File: src/rtl/tpcl_pkg.sv
package tpcl_pkg;

  localparam int unsigned TUNE_W = 4;

  typedef logic [TUNE_W-1:0] tune_t;

  // saturate an operand to the frame length
  function automatic int unsigned clamp_operand(int unsigned value, int unsigned limit);
    return (value > limit) ? limit : value;
  endfunction

  // pulse is high while the phase is below the coded width
  function automatic logic pulse_active(int unsigned phase, int unsigned width);
    return (phase < width);
  endfunction

  // minterm number for a pulse pair: b is the high bit
  function automatic logic [1:0] minterm_index(logic a, logic b);
    return {b, a};
  endfunction

endpackage

File: src/rtl/tpcl_frame_timer.sv
module tpcl_frame_timer #(
  parameter int unsigned FRAME_LEN = 255,
  parameter int unsigned CW        = 8
) (
  input  logic          clk,
  input  logic          rst_n,
  output logic [CW-1:0] phase,
  output logic          last_cycle,
  output logic          armed
);
  localparam logic [CW-1:0] LAST_PH = CW'(FRAME_LEN - 1);

  logic [CW-1:0] phase_q;
  logic          armed_q;

  // reset parks the phase on the last slot so the first edge captures
  always_ff @(posedge clk) begin
    if (!rst_n) begin
      phase_q <= LAST_PH;
      armed_q <= 1'b0;
    end else if (phase_q == LAST_PH) begin
      phase_q <= '0;
      armed_q <= 1'b1;
    end else begin
      phase_q <= phase_q + 1'b1;
    end
  end

  assign phase      = phase_q;
  assign last_cycle = (phase_q == LAST_PH);
  assign armed      = armed_q;
endmodule

File: src/rtl/tpcl_pwm_channel.sv
module tpcl_pwm_channel
  import tpcl_pkg::*;
#(
  parameter int unsigned OPW       = 8,
  parameter int unsigned FRAME_LEN = 255,
  parameter int unsigned CW        = 8
) (
  input  logic           clk,
  input  logic           rst_n,
  input  logic           load,
  input  logic [OPW-1:0] opnd,
  input  logic [CW-1:0]  phase,
  output logic [CW-1:0]  held,
  output logic           pulse,
  output logic           pulse_n
);
  logic [CW-1:0] held_q;

  always_ff @(posedge clk) begin
    if (!rst_n) begin
      held_q <= '0;
    end else if (load) begin
      held_q <= CW'(clamp_operand(32'(opnd), FRAME_LEN));
    end
  end

  assign held    = held_q;
  assign pulse   = pulse_active(32'(phase), 32'(held_q));
  assign pulse_n = ~pulse;
endmodule

File: src/rtl/tpcl_minterm_gate.sv
module tpcl_minterm_gate
  import tpcl_pkg::*;
(
  input  logic  clk,
  input  logic  rst_n,
  input  logic  load,
  input  tune_t tune_in,
  input  logic  a,
  input  logic  b,
  output tune_t tune_held,
  output logic  gate
);
  tune_t tune_q;

  always_ff @(posedge clk) begin
    if (!rst_n) begin
      tune_q <= '0;
    end else if (load) begin
      tune_q <= tune_in;
    end
  end

  assign tune_held = tune_q;
  assign gate      = tune_q[minterm_index(a, b)];
endmodule

File: src/rtl/tpcl_width_meter.sv
module tpcl_width_meter #(
  parameter int unsigned CW = 8
) (
  input  logic          clk,
  input  logic          rst_n,
  input  logic          bit_in,
  input  logic          frame_end,
  input  logic          armed,
  output logic [CW-1:0] width_out,
  output logic          width_vld
);
  logic [CW-1:0] acc_q;
  logic [CW-1:0] width_q;
  logic          vld_q;
  logic [CW-1:0] inc;

  assign inc = {{(CW-1){1'b0}}, bit_in};

  always_ff @(posedge clk) begin
    if (!rst_n) begin
      acc_q   <= '0;
      width_q <= '0;
      vld_q   <= 1'b0;
    end else begin
      vld_q <= 1'b0;
      if (frame_end) begin
        acc_q <= '0;
        if (armed) begin
          width_q <= acc_q + inc;
          vld_q   <= 1'b1;
        end
      end else begin
        acc_q <= acc_q + inc;
      end
    end
  end

  assign width_out = width_q;
  assign width_vld = vld_q;
endmodule

File: src/rtl/tpcl_cell.sv
module tpcl_cell
  import tpcl_pkg::*;
#(
  parameter int unsigned OPW       = 8,
  parameter int unsigned FRAME_LEN = (1 << OPW) - 1,
  parameter int unsigned CW        = $clog2(FRAME_LEN + 1)
) (
  input  logic           clk,
  input  logic           rst_n,
  input  logic [OPW-1:0] opnd_a,
  input  logic [OPW-1:0] opnd_b,
  input  logic [3:0]     tune,
  output logic           capture_now,
  output logic           pulse_a,
  output logic           pulse_a_n,
  output logic           pulse_b,
  output logic           pulse_b_n,
  output logic           gate_out,
  output logic [CW-1:0]  width_out,
  output logic           width_vld
);
  localparam int unsigned NCH = 2;

  // named internal events for the checker
  logic [CW-1:0] phase_w;
  logic          frame_last_w;
  logic          armed_w;
  logic [CW-1:0] held_a;
  logic [CW-1:0] held_b;
  tune_t         tune_held_w;

  logic [OPW-1:0] opnd_arr  [NCH];
  logic [CW-1:0]  held_arr  [NCH];
  logic           pulse_arr [NCH];
  logic           pulsen_arr[NCH];

  assign opnd_arr[0] = opnd_a;
  assign opnd_arr[1] = opnd_b;

  tpcl_frame_timer #(.FRAME_LEN(FRAME_LEN), .CW(CW)) timer_i (
    .clk        (clk),
    .rst_n      (rst_n),
    .phase      (phase_w),
    .last_cycle (frame_last_w),
    .armed      (armed_w)
  );

  for (genvar ch = 0; ch < NCH; ch++) begin : g_chan
    tpcl_pwm_channel #(.OPW(OPW), .FRAME_LEN(FRAME_LEN), .CW(CW)) pwm_i (
      .clk     (clk),
      .rst_n   (rst_n),
      .load    (frame_last_w),
      .opnd    (opnd_arr[ch]),
      .phase   (phase_w),
      .held    (held_arr[ch]),
      .pulse   (pulse_arr[ch]),
      .pulse_n (pulsen_arr[ch])
    );
  end

  assign held_a = held_arr[0];
  assign held_b = held_arr[1];

  tpcl_minterm_gate gate_i (
    .clk       (clk),
    .rst_n     (rst_n),
    .load      (frame_last_w),
    .tune_in   (tune),
    .a         (pulse_arr[0]),
    .b         (pulse_arr[1]),
    .tune_held (tune_held_w),
    .gate      (gate_out)
  );

  tpcl_width_meter #(.CW(CW)) meter_i (
    .clk       (clk),
    .rst_n     (rst_n),
    .bit_in    (gate_out),
    .frame_end (frame_last_w),
    .armed     (armed_w),
    .width_out (width_out),
    .width_vld (width_vld)
  );

  assign capture_now = frame_last_w;
  assign pulse_a     = pulse_arr[0];
  assign pulse_a_n   = pulsen_arr[0];
  assign pulse_b     = pulse_arr[1];
  assign pulse_b_n   = pulsen_arr[1];
endmodule

File: config.mk
export PLATFORM = sky130hd
export DESIGN_NAME = tpcl_cell
export DESIGN_NICKNAME = d
export VERILOG_FILES = /design/src/rtl/tpcl_pkg.sv /design/src/rtl/tpcl_frame_timer.sv /design/src/rtl/tpcl_pwm_channel.sv /design/src/rtl/tpcl_minterm_gate.sv /design/src/rtl/tpcl_width_meter.sv /design/src/rtl/tpcl_cell.sv
export SDC_FILE = /design/constraint.sdc
export NUM_CORES = 1
export LEC_CHECK = 0
export BUFFER_PORTS_ARGS = -buffer_cell sky130_fd_sc_hd__buf_2
export CORE_MARGIN = 2
export CORE_UTILIZATION = 30
export CTS_BUF_LIST = sky130_fd_sc_hd__clkbuf_16
export DETAILED_ROUTE_END_ITERATION = 16
export SKIP_LAST_GASP = 1
export SLEW_MARGIN = 20
export SYNTH_ARGS = -nofsm -noshare
export SYNTH_HDL_FRONTEND = slang
export SYNTH_HIERARCHICAL = 1
export SYNTH_SLANG_ARGS = --single-unit
export TNS_END_PERCENT = 5
File: constraint.sdc
create_clock -name clk -period 8.5 [get_ports clk]
set_input_delay 0.425 -clock clk [delete_from_list [all_inputs] [get_ports clk]]
set_output_delay 0.425 -clock clk [all_outputs]
set_load 0.01 [all_outputs]
After elaboration in Yosys (flattened, before gate mapping)
Cells that the tools add are included.
- register bits: 46
- input port bits: 22
- equality and inequality tests: 1
- bitwise logic cells: 3
- add/sub/neg operators: 2
- magnitude comparators: 3
- mux-type cells: 4
- reduce and logical (&&, ||, !) cells: 3
- operators with widths (operator ; number):
    $lt 8x8->1 ; 2
    $add 8x1->8 ; 1
    $add 8x1->8 const B ; 1
    $eq 8x8->1 const B ; 1
    $mux 8 ; 1
    $reduce_and 2->1 ; 2
    $lt 2x3->1 const B ; 1
    $not 1->1 ; 3
    $bmux 1 s2 ; 1
    $mux 1 ; 2
    $reduce_or 2->1 ; 1

Longest topological paths before layout
Gate-level depths: netlist of run 1.
- word-level depth: 4
- depth in mapped cells: 11
- gate-level depth less buffers: 11

Cells and area by module
Netlist of run 1, hierarchy kept.
- by module, submodules not included (module ; cells an instance ; times used ; area each (sq um) ; sequential area each (sq um)):
    tpcl_width_meter ; 66 ; 1 ; 634.4 ; 340.3
    tpcl_pwm_channel (g_chan[1].pwm_i) ; 50 ; 1 ; 484.2 ; 160.2
    tpcl_pwm_channel (g_chan[0].pwm_i) ; 50 ; 1 ; 483.0 ; 160.2
    tpcl_frame_timer ; 44 ; 1 ; 424.2 ; 180.2
    tpcl_minterm_gate ; 14 ; 1 ; 172.7 ; 80.1

Worst setup path after synthesis of run 1
OpenSTA, ideal clock, no wires.
- path kind: register to register
- from: register timer_i.phase_q[2] (netlist: timer_i/phase[2])
- to: register meter_i.width_q[4] (netlist: meter_i/width_out[4])
- clock period less this slack: 2.969 ns
- arrival time: 2.849 ns
- buffers on the path: 0
- cell stages (with the launch flop): 11
- setup slack: 5.531 ns
- path through: dfxtp_1 > ha_1 > a211o_1 > a31oi_1 > o221a_1 > mux4_2 > ha_1 > ha_1 > nand3_1 > xor2_1 > a21oi_1
- word-level cells in the longest chain between the ends: 4
- elaborated cells on any way between the ends: 7
- ends and longest elaborated chain (item ; line ; source):
    start, declared ; tpcl_frame_timer.sv:13 ; logic [CW-1:0] phase_q;
    start signal, assigned ; tpcl_frame_timer.sv:25 ; phase_q <= phase_q + 1'b1;
    $lt 8x8->1 ; tpcl_pkg.sv:14 ; return (phase < width);
    net pulse_a ; tpcl_cell.sv:14 ; output logic pulse_a,
    $bmux 1 s2 ; tpcl_minterm_gate.sv:24 ; assign gate = tune_q[minterm_index(a, b)];
    $mux 1 (implied by the code) ; tpcl_minterm_gate.sv:24 ;
    net gate_out ; tpcl_cell.sv:18 ; output logic gate_out,
    $add 8x1->8 ; tpcl_width_meter.sv:29 ; width_q <= acc_q + inc;
    end signal, assigned ; tpcl_width_meter.sv:29 ;
    end, declared ; tpcl_width_meter.sv:13 ; logic [CW-1:0] width_q;
The timed path passes the listed nets, and every way through them passes these cells. The select of a mux whose other input is x is not followed.
A chain may end at the register's enable or synchronous reset.

Worst setup path in the final report of run 1
- from: register timer_i.phase_q[2] (netlist: timer_i/phase[2])
- to: register meter_i.width_q[4] (netlist: meter_i/width_out[4])
- word-level cells in the longest chain between the ends: 4
- elaborated cells on any way between the ends: 7
- ends and longest elaborated chain (item ; line):
    $lt 8x8->1 ; tpcl_pkg.sv:14
    $bmux 1 s2 ; tpcl_minterm_gate.sv:24
    $mux 1 (implied by the code) ; tpcl_minterm_gate.sv:24
    $add 8x1->8 ; tpcl_width_meter.sv:29
Parallel ways exist; a longest one is shown, timed or not. The select of a mux whose other input is x is not followed.

==> summary.json, run 1 <==
{
  "die_w": {"value": 89.6, "unit": "um"},
  "peakVddDrop": {"value": 137, "unit": "uV"},
  "portBuffers": {"value": 36},
  "syn-cell-area": {"value": 0.00220, "unit": "mm^2"},
  "pint": {"value": 532, "unit": "uW"},
  "gr-usage-met3": {"value": 3.38, "unit": "%"},
  "crit_start": {"value": "timer_i/phase[2]$_SDFF_PN1_"},
  "powerDensity": {"value": 325, "unit": "mW/mm^2"},
  "hpwl": {"value": 3150, "unit": "um"},
  "critical_path_class": {"value": "reg -> reg"},
  "achievable-frequency": {"value": 325, "unit": "MHz"},
  "worst_hold_path.num_cells": {"value": 3},
  "final_common_cell": {"value": "dfxtp_1"},
  "ff_to_ff_path_depth": {"value": 10},
  "timing.final.crit_share": {"value": 36.2, "unit": "%"},
  "peak_usage_layer_in_the_global_routing_report": {"value": "met2"},
  "postSynthRegisterBits": {"value": 46},
  "design.core.area": {"value": 0.00718, "unit": "mm^2"},
  "finalCriticalPeriod": {"value": 3.08, "unit": "ns"},
  "power.share.sequential": {"value": 37.5, "unit": "%"},
  "nNetsFinal": {"value": 300},
  "path_clk_slew": {"value": 0.06, "unit": "ns"},
  "antenna_violating_nets_left": {"value": 0},
  "global_route.usage.met2": {"value": 20.2, "unit": "%"},
  "n_fill_cell": {"value": 753},
  "outcome": {"value": "complete, no violations"},
  "max_slew_margin": {"value": 34.1, "unit": "%"},
  "die-height": {"value": 89.6, "unit": "um"},
  "grt_start_max_net_pins": {"value": 41},
  "antenna-diode-count": {"value": 0},
  "detail_route.first_pass.iterations": {"value": 4},
  "cp_common_cell": {"value": "ha_1"},
  "critical_register_to_register_path_startpoint": {"value": "timer_i/phase[2]$_SDFF_PN1_"},
  "io_pins": {"value": 37},
  "areaGrowthSynthToFinish": {"value": 18.4, "unit": "%"},
  "critical_path_data_required_time": {"value": 8.64, "unit": "ns"},
  "drc": {"value": 0},
  "detailed_place.area": {"value": 0.00247, "unit": "mm^2"},
  "tritoncts.num_buffers": {"value": 5},
  "fin_worst_hold_slack": {"value": 0.403, "unit": "ns"},
  "synth_ff_type": {"value": "dfxtp_1"},
  "critical_path.max_fanout": {"value": 7},
  "setup_viol": {"value": 0},
  "yosys_warnings": {"value": 6},
  "switching_power": {"value": 313, "unit": "uW"},
  "synthCells": {"value": 224},
  "syn_area_per_cell": {"value": 9.81, "unit": "um^2"},
  "via_count": {"value": 1645},
  "crit_chain": {"value": "ha_1 -> a211o_1 -> a31oi_1 -> o221a_1 -> mux4_2 -> ha_1 -> ha_1 -> nand3_1 -> xor2_1 -> a21oi_1"},
  "cp_slowest_stage_delay": {"value": 0.54, "unit": "ns"},
  "rsz0062_at_grt": {"value": "no"},
  "totalWireLength": {"value": 4410, "unit": "um"},
  "h-tree-depth": {"value": 2},
  "initial_core_util": {"value": 30.6, "unit": "%"},
  "cp_num_cells": {"value": 10},
  "clk_latency": {"value": 0.29, "unit": "ns"},
  "setup_total_negative_slack": {"value": 0, "unit": "ns"},
  "totalPowerFinal": {"value": 845, "unit": "uW"},
  "power_frac_comb": {"value": 40.7, "unit": "%"},
  "grt_antenna_before_repair": {"value": 0},
  "drt-wirelength-per-cell": {"value": 12.3, "unit": "um"},
  "netSwitchingFraction": {"value": 37.0, "unit": "%"},
  "final_cell_area": {"value": 0.00260, "unit": "mm^2"},
  "synth.distinct_cells": {"value": 40},
  "power.static_leakage": {"value": 0.00101, "unit": "uW"},
  "first_iter_violations": {"value": 52},
  "row_count": {"value": 31},
  "worst_setup_path_end_kind": {"value": "register"},
  "synth.net_count": {"value": 264},
  "holdCritPathClass": {"value": "in -> reg"},
  "maxSlewViolCount": {"value": 0},
  "global_route.usage.met1": {"value": 14.9, "unit": "%"},
  "first_global_vias": {"value": 1661},
  "final-hold-violation-count": {"value": 0},
  "grt_first_pass_wirelength": {"value": 7510, "unit": "um"},
  "post_drt_via_cell_ratio": {"value": 4.58},
  "floorplan.die_area": {"value": 0.00803, "unit": "mm^2"},
  "postcts_resize_cnt": {"value": 0},
  "timing.critical_path.buf_inv": {"value": 0},
  "hold_buffers_post_cts": {"value": 0},
  "replace_congestion": {"value": 0.766},
  "async_reset_ff_share": {"value": 0, "unit": "%"},
  "layout_common_cells": {"value": "46 x dfxtp_1, 36 x buf_2, 22 x mux2i_1, 22 x nor2b_1, 20 x inv_1"},
  "timing.critical_path.slowest_stage_cell": {"value": "mux4_2"},
  "worst_pin_slew": {"value": 0.986, "unit": "ns"},
  "power.share.clock": {"value": 21.8, "unit": "%"},
  "global_route.usage.total": {"value": 12.1, "unit": "%"},
  "clockRootBuffer": {"value": "clkbuf_16"},
  "clock_tree_from_tritoncts": {"value": "built"},
  "clock_sinks": {"value": 46},
  "timing.critical_path.max_delay_family": {"value": "compound AO/OA/AOI/OAI gates"},
  "ctsLongestPathBuffers": {"value": 2},
  "crit_path_start_kind": {"value": "register"},
  "cts_setup_buffers": {"value": 0},
  "holdCritStartpoint": {"value": "opnd_a[3]"},
  "worst_clock_skew": {"value": 0.00831, "unit": "ns"},
  "drv.max_cap_violation_count": {"value": 0},
  "grt_overflow_total": {"value": 0},
  "synth_enable_flop_cells": {"value": 0},
  "data_arrival_at_the_endpoint_of_the_critical_path": {"value": 3.22, "unit": "ns"},
  "share_of_synthesized_area_occupied_by_flip_flops_and_latches": {"value": 41.9, "unit": "%"},
  "drive_above_1_share": {"value": 20.0, "unit": "%"}
}
kinds of logic after synthesis:
family	synth area share [%]
simple gates	17.4
flops	41.9
compound gates	12.1
buf+inv	4.95
mux	11.0
fa+ha+maj	10.2
xor+xnor	2.39
synthesized netlist by cell type (all sizes together), types with 5 or more instances:
cell type	number	area, um^2
or3	5	41.3
inv	20	75.1
a31oi	5	31.3
ha	18	225
a21oi	11	55.1
mux2i	22	220
o21ai	13	65.1
nand2	8	30.0
nor2b	22	138
nand3	7	40.0
dfxtp	46	921
nor2	8	37.5
worst paths after layout:
check	end	slack, ns
max	meter_i/width_out[4]$_SDFFE_PN0P_	5.42
min	g_chan[0].pwm_i/held[3]$_SDFFE_PN0P_	0.40
max reg2reg	meter_i/width_out[4]$_SDFFE_PN0P_	5.42
min reg2reg	timer_i/armed$_SDFFE_PN0N_	0.48
metrics by stage:
stage	util (%)	worst slack, ns	cells
2_1_floorplan	-	5.53	224
3_3_place_gp	34.4	5.48	352
3_5_place_dp	34.4	5.42	352
4_1_cts	36.3	5.40	359
5_1_grt	36.3	5.13	359
6_report	36.3	5.42	359
final cells by class:
| type | count | area [um^2] | share of cell area (%) |
|---|---|---|---|
| Multi-Input combinational cell | 151 | 1170 | 44.9 |
| Sequential cell | 46 | 921 | 35.4 |
| Timing Repair Buffer | 36 | 180 | 6.92 |
| Clock buffer | 5 | 125 | 4.81 |
| Tap cell | 99 | 124 | 4.76 |
| Inverter | 20 | 75.1 | 2.88 |
| Clock inverter | 2 | 10.0 | 0.384 |
metal layers:
layer	up-vias	routed length [um]
li1	850	-
met1	761	2000
met2	28	2120
met3	6	218
met4	0	67
met5	-	0
tightest hold or removal path: stages:
cell and delay (ns):
buf_2 0.07, mux2i_1 0.06, nor2b_1 0.09
flip-flops by register name, summed over array words and instances (netlist names):
name               flops
meter_i/acc_q          8
timer_i/armed          1
gate_i/tune_held       4
timer_i/phase          8
meter_i/width_out      8
g_chan.pwm_i/held     16
meter_i/width_vld      1
power groups by stage:
stage               clock network (uW)  logic (uW)  registers, uW
global placement                     0         339            322
floorplan                            0         268            310
CTS                                190         349            318
finish                             184         344            317
global route                       200         390            327
detailed placement                   0         346            323
No activity file was read; power rests on OpenSTA's default activity.
==> run 2: changes to the inputs <==
- clock period: 8.5 -> 2.6 ns (I/O delays scaled with it)
==> run 2 against run 1 <==
  * Utilization grew 4.1 points
  * Register-to-register slack lost 5.5 ns
  * The flow now finishes with violations (setup timing)
  * Combinational power grew to 4.3 times the previous value
  * Global-route usage grew 0.33 points
  * Sequential share of layout area shrank 2.9 points
  * Design area grew 11%
  * Sequential cell count is the same
  * Clock skew shrank 0.0032 ns
  * Power grew to 3.7 times the previous value
==> summary.json, run 2 (synthesized netlist as in run 1, its figures left out) <==
{
  "critical_path_data_required_time": {"value": 2.78, "unit": "ns"},
  "largest_register_ffs": {"value": 16},
  "sequential_cell_area": {"value": 940, "unit": "um^2"},
  "areaGrowthSynthToFinish": {"value": 31.8, "unit": "%"},
  "drive_above_1_share": {"value": 35.4, "unit": "%"},
  "replace_congestion": {"value": 0.781},
  "grt_first_pass_wirelength": {"value": 7710, "unit": "um"},
  "pint": {"value": 1990, "unit": "uW"},
  "post_drt_via_cell_ratio": {"value": 4.52},
  "antenna-diode-count": {"value": 0},
  "worst_clock_skew": {"value": 0.00513, "unit": "ns"},
  "cp_slowest_stage_delay": {"value": 0.48, "unit": "ns"},
  "antenna_violating_nets_left": {"value": 0},
  "clockRootBuffer": {"value": "clkbuf_16"},
  "grt_antenna_before_repair": {"value": 0},
  "netSwitchingFraction": {"value": 36.5, "unit": "%"},
  "portBuffers": {"value": 36},
  "critical_path.max_fanout": {"value": 5},
  "power.share.clock": {"value": 19.8, "unit": "%"},
  "peakVddDrop": {"value": 328, "unit": "uV"},
  "crit_path_start_kind": {"value": "register"},
  "setup_viol": {"value": 10},
  "finalCriticalPeriod": {"value": 2.71, "unit": "ns"},
  "clock_tree_from_tritoncts": {"value": "built"},
  "detailed_place.area": {"value": 0.00268, "unit": "mm^2"},
  "global_route.usage.total": {"value": 12.4, "unit": "%"},
  "path_clk_slew": {"value": 0.06, "unit": "ns"},
  "drv.max_cap_violation_count": {"value": 0},
  "clock_sinks": {"value": 46},
  "die_w": {"value": 89.6, "unit": "um"},
  "final_common_cell": {"value": "buf_2"},
  "via_count": {"value": 1713},
  "h-tree-depth": {"value": 2},
  "design.core.area": {"value": 0.00718, "unit": "mm^2"},
  "grt_overflow_total": {"value": 0},
  "powerDensity": {"value": 1080, "unit": "mW/mm^2"},
  "fin_util": {"value": 40.4, "unit": "%"},
  "outcome": {"value": "finished with violations"},
  "io_pins": {"value": 37},
  "data_arrival_at_the_endpoint_of_the_critical_path": {"value": 2.89, "unit": "ns"},
  "final_cells": {"value": 379},
  "power.static_leakage": {"value": 0.00110, "unit": "uW"},
  "holdCritPathClass": {"value": "in -> reg"},
  "rsz0062_at_grt": {"value": "yes"},
  "drt-wirelength-per-cell": {"value": 12.6, "unit": "um"},
  "ctsLongestPathBuffers": {"value": 2},
  "worst_pin_slew": {"value": 0.637, "unit": "ns"},
  "nNetsFinal": {"value": 319},
  "die-height": {"value": 89.6, "unit": "um"},
  "timing.critical_path.slowest_stage_cell": {"value": "mux4_2"},
  "worst_setup_path_end_kind": {"value": "register"},
  "layout_common_cells": {"value": "36 x buf_2, 33 x dfxtp_1, 22 x mux2i_1, 22 x nor2b_1, 19 x buf_4"},
  "violations": {"value": "setup timing"},
  "final_critical_path_setup_slack": {"value": -0.114, "unit": "ns"},
  "row_count": {"value": 31},
  "switching_power": {"value": 1150, "unit": "uW"},
  "final_cell_area": {"value": 0.00290, "unit": "mm^2"},
  "detail_route.first_pass.iterations": {"value": 4},
  "critical_path_class": {"value": "reg -> reg"},
  "maxSlewViolCount": {"value": 0},
  "tritoncts.num_buffers": {"value": 5},
  "final-hold-violation-count": {"value": 0},
  "floorplan.die_area": {"value": 0.00803, "unit": "mm^2"},
  "timing.final.crit_share": {"value": 104, "unit": "%"},
  "first_iter_violations": {"value": 40},
  "power_frac_comb": {"value": 47.3, "unit": "%"},
  "hpwl": {"value": 3350, "unit": "um"},
  "achievable-frequency": {"value": 368, "unit": "MHz"},
  "grt_start_max_net_pins": {"value": 41},
  "hold_buffers_post_cts": {"value": 0},
  "clk_latency": {"value": 0.28, "unit": "ns"},
  "drc": {"value": 0},
  "cp_common_cell": {"value": "ha_4"},
  "totalWireLength": {"value": 4770, "unit": "um"},
  "multiInputGateArea": {"value": 0.00129, "unit": "mm^2"},
  "max_slew_margin": {"value": 57.5, "unit": "%"},
  "crit_chain": {"value": "ha_1 -> nand2_2 -> or3_4 -> o221a_4 -> mux4_2 -> ha_4 -> ha_4 -> xnor2_2 -> nand2_1 -> o211a_1"},
  "n_fill_cell": {"value": 723},
  "post-place-cells": {"value": 370},
  "power.share.sequential": {"value": 32.8, "unit": "%"},
  "initial_core_util": {"value": 30.6, "unit": "%"},
  "first_global_vias": {"value": 1620}
}
run 2: changes by cell type in the layout (fill, tap and decap cells not counted), moves of 2 or more:
| cell | before | now |
|---|---|---|
| buf_4 | 0 | 19 |
| clkinv_2 | 2 | 0 |
| dfxtp_1 | 46 | 33 |
| dfxtp_2 | 0 | 12 |
| ha_1 | 18 | 12 |
| ha_4 | 0 | 6 |
| inv_1 | 20 | 17 |
| inv_2 | 0 | 3 |
run 2: final cells by class:
cell class	count	area share (%)
multi-input combinational	151	44.5
inverter	20	2.59
timing repair buffer	55	11.1
tap	99	4.28
clock inverter	3	0.691
clock buffer	5	4.32
sequential	46	32.4
run 2: repair_timing:
action,4_1_cts,5_1_grt
setup buffers,0,1
pin swaps,0,10
endpoints found under the setup margin,10,15
resized for setup,0,15
run 2: power by group through the flow:
| stage | clock network (uW) | registers [uW] | logic, uW |
|---|---|---|---|
| after CTS | 645 | 1020 | 1400 |
| after global routing | 673 | 1050 | 1660 |
| final | 622 | 1030 | 1480 |
| after detailed placement | 0 | 1030 | 1390 |
| after floorplan | 0 | 1030 | 921 |
| after global placement | 0 | 1030 | 1360 |
run 2: layer usage:
metal  GRT usage, %  up-vias  part of all wire (%)
met5              0        -                     0
met3           2.38        6                   2.6
met2           19.5       25                    46
met1           16.7      788                    49
li1               -      894                     -
met4           5.16        0                   1.6
run 2: path summary, 6_finish.rpt:
| check | cells after the start | from | slack, ns | endpoint |
|---|---|---|---|---|
| min | 3 | opnd_b[5] | 0.10 | g_chan[1].pwm_i/held[5]$_SDFFE_PN0P_ |
| max reg2reg | 10 | timer_i/phase[6]$_SDFF_PN1_ | -0.11 | meter_i/width_out[2]$_SDFFE_PN0P_ |
| min reg2reg | 1 | timer_i/armed$_SDFFE_PN0N_ | 0.49 | timer_i/armed$_SDFFE_PN0N_ |
| max | 10 | timer_i/phase[6]$_SDFF_PN1_ | -0.11 | meter_i/width_out[2]$_SDFFE_PN0P_ |
run 2: critical path, delay by kind of cell (launching register included):
family | cells | cell delay, ns
muxes | 1 | 0.48
AOI/OAI and AO/OA | 2 | 0.44
adders and majority gates | 3 | 0.66
DFF | 1 | 0.35
xor gates and xnor gates | 1 | 0.17
and+or+nand+nor | 3 | 0.50
run 2: per-stage QoR:
stage,hold slack [ns],total power [uW],TNS (ns),setup WS (ns)
finish,0.102,3130,-0.603,-0.114
global route,0.105,3390,-1.76,-0.210
detailed placement,0.398,2420,-0.388,-0.0816
floorplan,0.258,1950,-0.0332,-0.0187
CTS,0.0983,3060,-0.722,-0.114
global placement,0.385,2390,-0.228,-0.0613
==> run 3: changes to the inputs <==
- CTS_CLUSTER_DIAMETER: unset -> 60
- SYNTH_HIERARCHICAL: 1 -> unset
- clock period: 2.6 -> 2.9 ns (I/O delays scaled with it)
==> run 3 against run 2 <==
  * The flow now finishes without violations
  * Critical endpoint is now meter_i.width_out[6]$_SDFFE_PN0P_
  * Hold slack worse by 0.012 ns
  * Fmax down 2.2%
  * Clock power up 4.2%
  * Combinational power down 24%
  * Power down 15%
  * Register-to-register slack better by 0.24 ns
  * Synthesized cell count up 8.9%
  * Design area down 7.8%
  * First-iteration DRC count up 33%
  * Utilization down 1.3 points
==> summary.json, run 3 <==
{
  "power.static_leakage": {"value": 0.00106, "unit": "uW"},
  "nNetsFinal": {"value": 329},
  "synthCells": {"value": 244},
  "yosys.area_share.xor_xnor": {"value": 4.53, "unit": "%"},
  "drt-wirelength-per-cell": {"value": 10.9, "unit": "um"},
  "final-hold-violation-count": {"value": 0},
  "gr-usage-met3": {"value": 3.02, "unit": "%"},
  "portBuffers": {"value": 36},
  "timing.final.crit_share": {"value": 95.7, "unit": "%"},
  "detail_route.first_pass.iterations": {"value": 4},
  "critical_path.max_fanout": {"value": 2},
  "global_route.usage.met2": {"value": 19.4, "unit": "%"},
  "whs_endpoint": {"value": "gate_i.tune_held[0]$_SDFFE_PN0P_"},
  "grt_overflow_total": {"value": 0},
  "postSynthRegisterBits": {"value": 46},
  "initial_core_util": {"value": 31.1, "unit": "%"},
  "yosysTopAreaCellShare": {"value": 43.3, "unit": "%"},
  "grt_start_max_net_pins": {"value": 31},
  "worst_clock_skew": {"value": 0.00744, "unit": "ns"},
  "grt_antenna_before_repair": {"value": 0},
  "rsz0062_at_grt": {"value": "no"},
  "synth_area_leaders": {"value": "dfxtp_1 43%, ha_1 11%, nand2_1 8.7%"},
  "totalPowerFinal": {"value": 2660, "unit": "uW"},
  "synth_ff_type": {"value": "dfxtp_1"},
  "die-height": {"value": 88.2, "unit": "um"},
  "detailed_place.area": {"value": 0.00245, "unit": "mm^2"},
  "die_w": {"value": 88.2, "unit": "um"},
  "outcome": {"value": "complete, no violations"},
  "synth_area_leader_cell": {"value": "dfxtp_1"},
  "row_count": {"value": 30},
  "global_route.usage.total": {"value": 12.1, "unit": "%"},
  "timing.critical_path.max_delay_family": {"value": "adder cells"},
  "h-tree-depth": {"value": 2},
  "cp_slowest_stage_delay": {"value": 0.55, "unit": "ns"},
  "post_drt_via_cell_ratio": {"value": 4.36},
  "syn-cell-area": {"value": 0.00212, "unit": "mm^2"},
  "synth_simple_gate_area_share": {"value": 18.4, "unit": "%"},
  "syn_area_per_cell": {"value": 8.71, "unit": "um^2"},
  "floorplan.die_area": {"value": 0.00777, "unit": "mm^2"},
  "largest_register_ffs": {"value": 16},
  "timing.critical_path.slowest_stage_cell": {"value": "mux4_2"},
  "global_route.usage.met1": {"value": 15.7, "unit": "%"},
  "tritoncts.num_buffers": {"value": 5},
  "clock_tree_from_tritoncts": {"value": "built"},
  "critical_register_to_register_path_startpoint": {"value": "g_chan[0].pwm_i.held[2]$_SDFFE_PN0P_"},
  "finalCriticalPeriod": {"value": 2.77, "unit": "ns"},
  "share_of_synthesized_area_occupied_by_flip_flops_and_latches": {"value": 43.3, "unit": "%"},
  "synthAdderAreaFrac": {"value": 10.6, "unit": "%"},
  "powerDensity": {"value": 995, "unit": "mW/mm^2"},
  "timing.critical_path.buf_inv": {"value": 1},
  "path_clk_slew": {"value": 0.07, "unit": "ns"},
  "drv.max_cap_violation_count": {"value": 0},
  "areaGrowthSynthToFinish": {"value": 25.7, "unit": "%"},
  "yosys-mux-area-fraction": {"value": 2.00, "unit": "%"},
  "layout_common_cells": {"value": "49 x nand2_1, 42 x dfxtp_1, 36 x buf_2"},
  "clk_latency": {"value": 0.29, "unit": "ns"},
  "critical_path_class": {"value": "reg -> reg"},
  "holdCritStartpoint": {"value": "tune[0]"},
  "worst_setup_path_end_kind": {"value": "register"},
  "clock_sinks": {"value": 46},
  "synth.top_cells.by_count": {"value": "49 x nand2_1, 46 x dfxtp_1, 21 x a21oi_1, 20 x inv_1, 19 x nor2_1"},
  "post-place-cells": {"value": 377},
  "hpwl": {"value": 3090, "unit": "um"},
  "final_common_cell": {"value": "nand2_1"},
  "data_arrival_at_the_endpoint_of_the_critical_path": {"value": 2.90, "unit": "ns"},
  "totalWireLength": {"value": 4200, "unit": "um"},
  "synthMostInstantiatedCell": {"value": "nand2_1"},
  "crit_path_start_kind": {"value": "register"},
  "synth.net_count": {"value": 284},
  "worst_hold_path.num_cells": {"value": 3},
  "ff_to_ff_path_depth": {"value": 12},
  "via_count": {"value": 1684},
  "post_synthesis_compound_gate_area_fraction": {"value": 13.9, "unit": "%"},
  "synth.distinct_cells": {"value": 35},
  "peakVddDrop": {"value": 362, "unit": "uV"},
  "replace_congestion": {"value": 0.766},
  "regToRegEndpoint": {"value": "meter_i.width_out[6]$_SDFFE_PN0P_"},
  "ctsLongestPathBuffers": {"value": 2},
  "crit_start": {"value": "g_chan[0].pwm_i.held[2]$_SDFFE_PN0P_"},
  "worst_pin_slew": {"value": 1.02, "unit": "ns"},
  "drc": {"value": 0},
  "achievable-frequency": {"value": 360, "unit": "MHz"},
  "grt_first_pass_wirelength": {"value": 7290, "unit": "um"},
  "yosys_warnings": {"value": 0},
  "setup_viol": {"value": 0},
  "largest_family_of_logic_cells_by_synthesized_area": {"value": "simple AND/OR/NAND/NOR gates"},
  "drive_above_1_share": {"value": 26.2, "unit": "%"},
  "holdCritPathClass": {"value": "in -> reg"},
  "max_slew_margin": {"value": 31.7, "unit": "%"},
  "final_cell_area": {"value": 0.00267, "unit": "mm^2"},
  "fin_worst_hold_slack": {"value": 0.0900, "unit": "ns"},
  "fin_util": {"value": 39.1, "unit": "%"},
  "antenna-diode-count": {"value": 0},
  "io_pins": {"value": 37},
  "critical_path_data_required_time": {"value": 3.03, "unit": "ns"},
  "design.core.area": {"value": 0.00683, "unit": "mm^2"},
  "crit_chain": {"value": "inv_1 -> ha_4 -> a211oi_2 -> o21ai_1 -> a41oi_2 -> mux4_2 -> ha_2 -> ha_1 -> and3_1 -> nand3_1 -> xor2_1 -> a211oi_1"},
  "clockRootBuffer": {"value": "clkbuf_16"},
  "maxSlewViolCount": {"value": 0},
  "n_fill_cell": {"value": 727},
  "first_global_vias": {"value": 1611},
  "async_reset_ff_share": {"value": 0, "unit": "%"},
  "first_iter_violations": {"value": 53},
  "peak_usage_layer_in_the_global_routing_report": {"value": "met2"},
  "final_cells": {"value": 386},
  "antenna_violating_nets_left": {"value": 0},
  "synth_enable_flop_cells": {"value": 0},
  "hold_buffers_post_cts": {"value": 0},
  "regToRegSetupSlack": {"value": 0.13, "unit": "ns"}
}
==> run 3: through the flow <==
step / TNS, ns / setup slack (ns)
after global placement: 0 / 0.0284
after CTS: 0 / 0.0471
after floorplan: 0 / 0.0283
after detailed placement: -0.0630 / -0.0538
after global routing: 0 / 0.00452
final: 0 / 0.125
==> run 3: worst register-to-register path, cell delays in order (launching register included) <==
cell and delay [ns]:
dfxtp_2 0.32, inv_1 0.06, ha_4 0.24, a211oi_2 0.21, o21ai_1 0.11, a41oi_2 0.21
mux4_2 0.55, ha_2 0.19, ha_1 0.19, and3_1 0.17, nand3_1 0.09, xor2_1 0.18
a211oi_1 0.09
==> run 3: cell type report <==
| class | instances | area, um^2 | area share, % |
|---|---|---|---|
| Clock buffer | 5 | 125 | 4.69 |
| Multi-Input combinational cell | 167 | 1100 | 41.2 |
| Tap cell | 96 | 120 | 4.50 |
| Inverter | 21 | 83.8 | 3.14 |
| Timing Repair Buffer | 48 | 270 | 10.1 |
| Clock inverter | 3 | 45.0 | 1.69 |
| Sequential cell | 46 | 926 | 34.7 |
==> run 3: where the power goes <==
group	switching, uW	leakage [uW]	internal [uW]	total [uW]
sequential	99.2	0.000374	790	889
combinational	630	0.000607	491	1120
clock	242	0.0000760	406	648
total	971	0.00106	1690	2660
==> run 3: worst max-delay path by stage <==
stage | to | depth (start not counted)
detailed placement | meter_i.width_out[6]$_SDFFE_PN0P_ | 12
floorplan | meter_i.width_out[6]$_SDFFE_PN0P_ | 12
global route | meter_i.width_out[6]$_SDFFE_PN0P_ | 12
CTS | meter_i.width_out[6]$_SDFFE_PN0P_ | 12
global placement | meter_i.width_out[6]$_SDFFE_PN0P_ | 12
finish | meter_i.width_out[6]$_SDFFE_PN0P_ | 12
==> run 3: cell families (layout without fill, tap and decap cells) <==
kind of cell | after synthesis | count (layout)
adder cells (fa/ha/maj) | 18 | 18
multiplexers | 3 | 3
XOR/XNOR | 11 | 11
AO/OA/AOI/OAI | 48 | 48
buffers and inverters | 31 | 77
AND/OR/NAND/NOR | 87 | 87
flip-flops | 46 | 46
==> run 3: timing repair <==
item	4_1_cts	5_1_grt
endpoints found under the setup margin	2	4
resized for setup	4	8
setup buffers	1	0
pin swaps	1	1
==> run 3: routing by layer <==
layer | vias up | wire (um)
met1 | 740 | 2030
met3 | 11 | 149
met5 | - | 0
met2 | 27 | 1930
met4 | 0 | 80
li1 | 906 | -
